File: src/rtl/step_seq_pkg.sv
package step_seq_pkg;

  // Positions of the sampled control inputs inside the edge vector
  localparam int unsigned SIG_CLK = 0;
  localparam int unsigned SIG_RST = 1;
  localparam int unsigned SIG_RUN = 2;
  localparam int unsigned SIG_NUM = 3;

  typedef struct packed {
    logic run;
    logic rst;
    logic clk;
  } seq_edges_t;

endpackage

File: src/rtl/seq_edge_detect.sv
module seq_edge_detect #(
  parameter int unsigned W = 3
) (
  input  logic         clk,
  input  logic         rst_n,
  input  logic         tick_en,
  input  logic [W-1:0] lvl_i,
  output logic [W-1:0] rise_o
);

  logic [W-1:0] prev_q;
  logic [W-1:0] prev_d;

  for (genvar g = 0; g < W; g++) begin : g_bit
    always_comb begin
      prev_d[g] = prev_q[g];
      if (tick_en) prev_d[g] = lvl_i[g];
    end

    always_ff @(posedge clk or negedge rst_n) begin
      if (!rst_n) prev_q[g] <= 1'b0;
      else        prev_q[g] <= prev_d[g];
    end

    assign rise_o[g] = tick_en & lvl_i[g] & ~prev_q[g];
  end

endmodule

File: src/rtl/seq_holdoff_timer.sv
module seq_holdoff_timer #(
  parameter int unsigned HOLD_TICKS = 48
) (
  input  logic clk,
  input  logic rst_n,
  input  logic tick_en,
  input  logic start_i,
  output logic busy_o
);

  localparam int unsigned CW = $clog2(HOLD_TICKS + 1);
  localparam logic [CW-1:0] LOAD = CW'(HOLD_TICKS);

  logic [CW-1:0] cnt_q;
  logic [CW-1:0] cnt_d;

  always_comb begin
    cnt_d = cnt_q;
    if (start_i)                       cnt_d = LOAD;
    else if (tick_en && cnt_q != '0)   cnt_d = cnt_q - 1'b1;
  end

  always_ff @(posedge clk or negedge rst_n) begin
    if (!rst_n) cnt_q <= '0;
    else        cnt_q <= cnt_d;
  end

  assign busy_o = (cnt_q != '0);

endmodule

File: src/rtl/seq_step_counter.sv
module seq_step_counter #(
  parameter int unsigned STEPS = 16
) (
  input  logic                     clk,
  input  logic                     rst_n,
  input  logic                     clr_i,
  input  logic                     adv_i,
  output logic [$clog2(STEPS)-1:0] step_o
);

  localparam int unsigned SW = $clog2(STEPS);
  localparam logic [SW-1:0] LAST = SW'(STEPS - 1);

  logic [SW-1:0] step_q;
  logic [SW-1:0] step_d;

  always_comb begin
    step_d = step_q;
    if (clr_i)      step_d = '0;
    else if (adv_i) step_d = (step_q == LAST) ? '0 : step_q + 1'b1;
  end

  always_ff @(posedge clk or negedge rst_n) begin
    if (!rst_n) step_q <= '0;
    else        step_q <= step_d;
  end

  assign step_o = step_q;

endmodule

File: src/rtl/step_seq_holdoff.sv
module step_seq_holdoff
  import step_seq_pkg::*;
#(
  parameter int unsigned STEPS      = 16,
  parameter int unsigned HOLD_TICKS = 48
) (
  input  logic                     clk,
  input  logic                     rst_n,
  input  logic                     tick_en,
  input  logic                     seq_clk_i,
  input  logic                     reset_trig_i,
  input  logic                     run_trig_i,
  output logic [$clog2(STEPS)-1:0] step_o,
  output logic                     running_o
);

  logic [SIG_NUM-1:0] lvl;
  logic [SIG_NUM-1:0] rise;
  seq_edges_t         ev;

  logic run_q;
  logic run_d;
  logic hold_start;
  logic hold_busy;
  logic step_adv;

  assign lvl[SIG_CLK] = seq_clk_i;
  assign lvl[SIG_RST] = reset_trig_i;
  assign lvl[SIG_RUN] = run_trig_i;

  seq_edge_detect #(.W(SIG_NUM)) u_edges (
    .clk    (clk),
    .rst_n  (rst_n),
    .tick_en(tick_en),
    .lvl_i  (lvl),
    .rise_o (rise)
  );

  assign ev.clk = rise[SIG_CLK];
  assign ev.rst = rise[SIG_RST];
  assign ev.run = rise[SIG_RUN];

  // Run state toggles on each run trigger edge
  always_comb begin
    run_d = run_q;
    if (ev.run) run_d = ~run_q;
  end

  always_ff @(posedge clk or negedge rst_n) begin
    if (!rst_n) run_q <= 1'b0;
    else        run_q <= run_d;
  end

  // Window opens on reset edge or on stopped -> running
  assign hold_start = ev.rst | (ev.run & ~run_q);

  seq_holdoff_timer #(.HOLD_TICKS(HOLD_TICKS)) u_hold (
    .clk    (clk),
    .rst_n  (rst_n),
    .tick_en(tick_en),
    .start_i(hold_start),
    .busy_o (hold_busy)
  );

  assign step_adv = ev.clk & run_q & ~hold_busy & ~hold_start;

  seq_step_counter #(.STEPS(STEPS)) u_step (
    .clk   (clk),
    .rst_n (rst_n),
    .clr_i (ev.rst),
    .adv_i (step_adv),
    .step_o(step_o)
  );

  assign running_o = run_q;

endmodule

File: config.mk
export PLATFORM = sky130hd
export DESIGN_NAME = step_seq_holdoff
export DESIGN_NICKNAME = d
export VERILOG_FILES = /design/src/rtl/step_seq_pkg.sv /design/src/rtl/seq_edge_detect.sv /design/src/rtl/seq_holdoff_timer.sv /design/src/rtl/seq_step_counter.sv /design/src/rtl/step_seq_holdoff.sv
export SDC_FILE = /design/constraint.sdc
export NUM_CORES = 1
export LEC_CHECK = 0
export ABC_AREA = 1
export CORE_AREA = 2 2 42 64
export DETAILED_ROUTE_END_ITERATION = 16
export DIE_AREA = 0 0 44 66
export SLEW_MARGIN = 5
export SYNTH_ARGS = -nofsm -noshare
export SYNTH_HDL_FRONTEND = slang
export SYNTH_HIERARCHICAL = 1
export SYNTH_SLANG_ARGS = --single-unit
File: constraint.sdc
create_clock -name clk -period 2.2 [get_ports clk]
set_clock_uncertainty 0.1 [all_clocks]
set_input_delay 0.44 -clock clk [delete_from_list [all_inputs] [get_ports clk]]
set_output_delay 0.44 -clock clk [all_outputs]
set_load 0.02 [all_outputs]
==> results.ini <==
[run_status]
status = finished clean

[floorplan]
dieArea_sq_mm = 0.00290
core.rowCount = 22
ios = 11
initial_utilization_pct = 34.7
die-width_um = 44
die_h_um = 66
core_sq_mm = 0.00237

[clock_tree]
clockBufferDepth = 2
clk_latency_ps = 270
cts_resized = 0
cts_max_level = 1
numCtsBuffers = 3
cts_root_buf = clkbuf_4
post_cts_buffers = 0
cts_tree = done
cts_hold_buf = 0
cts.sink_count = 14
cts.clk_slew.worst_paths_ps = 90

[timing]
final-max-slew-violation-count = 0
relSlewSlack_pct = 56.7
setup_viol_count_final = 0
rsz0062_at_grt = no
tns_ps = 0
hold_viol = 0
tightest_slew_ps = 647
whs_ps = 378
fin_crit_ps = 1920
max_freq_ghz = 0.521
post-route-period-util_pct = 87.2

[worst_hold_path]
hold_path_class = reg -> reg
whs_path_depth = 2

[synthesis]
muxShareOfSynthArea_pct = 0
synth.avg_cell_area_sq_um = 8.05
yosys_warnings = 6
synth_top_area_share_pct = 42.7
synth_common_cells = nand2_1 (29), dfrtp_1 (14), nand3_1 (11)
synth-simple-area-share_pct = 38.9
synth_top_family_by_area = simple AND/OR/NAND/NOR gates
synth_compound_area_share_pct = 5.03
ys_ff_latch = 14
yosys-top-cells-area = dfrtp_1 (43%), nand2_1 (13%), nand3_1 (6.7%)
ys_types = 21
syn-cell-area_sq_um = 821
syn_nets = 111
synth-seq-area-share_pct = 42.7
synth-adder-area-share_pct = 4.57
yosysTopAreaCell = dfrtp_1
yosys_most_used_dff = dfrtp_1
synth_edf_count = 0
yosysMostFrequentCell = nand2_1
async_flop_share_pct = 100
synth_xor_area_share_pct = 2.13
synthCells = 102

[routing]
wl_per_cell_um = 10.4
detail_route.iter0.violations = 7
vias = 656
final_antenna_net_count = 0
post-route-drc-count = 0
vias_per_cell = 4.62
wirelength_um = 1470
first_pass_iters = 4

[worst_setup_path]
cp.depth = 1
rr_worst_depth = 12
end_kind = output port
crit_fanout = 6
crit_arrival_ps = 1380
path_buf_inv = 1
cp_top_family = buffers and inverters
critical_path.max_stage_delay_ps = 640
critPathSlowestCell = clkdlybuf4s50_1
required_ps = 1660
cp-start-kind = register
crit_chain = clkdlybuf4s50_1
crit_type = reg -> out

[power]
peakVddDrop_mv = 0.450
power.density_mw_per_mm2 = 917
leakagePower_nw = 0.510

[flow_run]
max-cap-violations = 0

[placed_design]
routabilityCongestion = 0.779
port_buffers = 10
hpwl_um = 1150

[global_route]
overflow = 0
antenna_found_initial = 0
use_met3_pct = 1.64
grt_use_met2_pct = 21.3
grt_max_degree = 15
grt_pass1_wl_um = 2750
first_global_vias = 691
grtUsageTotal_pct = 12.2
use_met1_pct = 14.1
busiest_layer = met2

[cells_and_area]
diodes = 0
fillerInstances = 241
drive_gt1_share_pct = 18.6
syn_to_final_growth_pct = 22.1
layout.nets = 128

==> final timing paths <==
| kind | from | end | slack, ps |
|---|---|---|---|
| min | u_edges/prev_q[1] | u_edges/prev_q[1] | 380 |
| max reg2reg | u_hold/cnt_q[1] | u_step/step_o[3] | 530 |
| min reg2reg | u_edges/prev_q[1] | u_edges/prev_q[1] | 380 |
| max in group asynchronous | rst_n | u_hold/cnt_q[1] | 1120 |
| min in group asynchronous | rst_n | u_hold/cnt_q[5] | 450 |
| max | u_step/step_o[2] | step_o[2] | 280 |
==> metal layers <==
layer	routed length, um	up-vias	part of all wire, %
li1	-	356	-
met1	649	288	44
met2	751	8	51
met3	38	4	2.6
met4	31	0	2.1
met5	0	-	0
==> per-stage QoR <==
stage               power, W  cell area, sq um  instances  worst slack, ps  utilization (%)
floorplan           0.000654               821        102              623                -
global placement    0.000735               966        138              175             40.8
detailed placement  0.000746               966        138              196             40.8
CTS                 0.000935              1000        142              252             42.3
global route         0.00101              1000        142              223             42.3
finish              0.000919              1000        142              281             42.3
==> layout by cell type (no fill, tap or decap) <==
cell type	count
nand2_1	29
dfrtp_1	14
nand3_1	11
inv_1	10
clkdlybuf4s50_1	10
nor2_1	10
clkbuf_4	3
inv_2	3
ha_1	3
nand2_2	2
nor2_2	2
xor2_1	2
buf_4	2
nor2_4	2
nand2_4	2
nand4_1	2
o21ai_2	2
o21ai_1	2
clkbuf_8	1
nand3_4	1
inv_4	1
nand3_2	1
a21oi_1	1
nor3b_1	1
a22o_1	1
==> power breakdown <==
| group | switching (W) | internal (W) |
|---|---|---|
| registers | 0.0000655 | 0.000321 |
| clock network | 0.0000822 | 0.000100 |
| logic | 0.000206 | 0.000144 |
| total | 0.000354 | 0.000565 |
==> sequential cells by signal (all words and copies together), names as in the netlist <==
register        flops
running_o           1
u_step/step_o       4
u_edges/prev_q      3
u_hold/cnt_q        6
==> cell families after synthesis <==
logic type	Yosys count
AO/OA/AOI/OAI	6
adder cells (fa/ha/maj)	3
AND/OR/NAND/NOR	63
buffers and inverters	14
flip-flops	14
XOR/XNOR	2
==> area by class of cell <==
class / instances / area (sq um) / share of cell area, %
Inverter: 14 / 55.1 / 5.49
Clock buffer: 4 / 36.3 / 3.62
Timing Repair Buffer: 12 / 115 / 11.5
Multi-Input combinational cell: 74 / 415 / 41.4
Tap cell: 24 / 30.0 / 3.00
Sequential cell: 14 / 350 / 35.0
==> worst min-delay path: cells and delay by family, from the launching register on <==
kind / cells / cell delay, ps
flip-flops: 1 / 350
AND/OR/NAND/NOR: 2 / 100
Power figures use the tool's default switching activity.
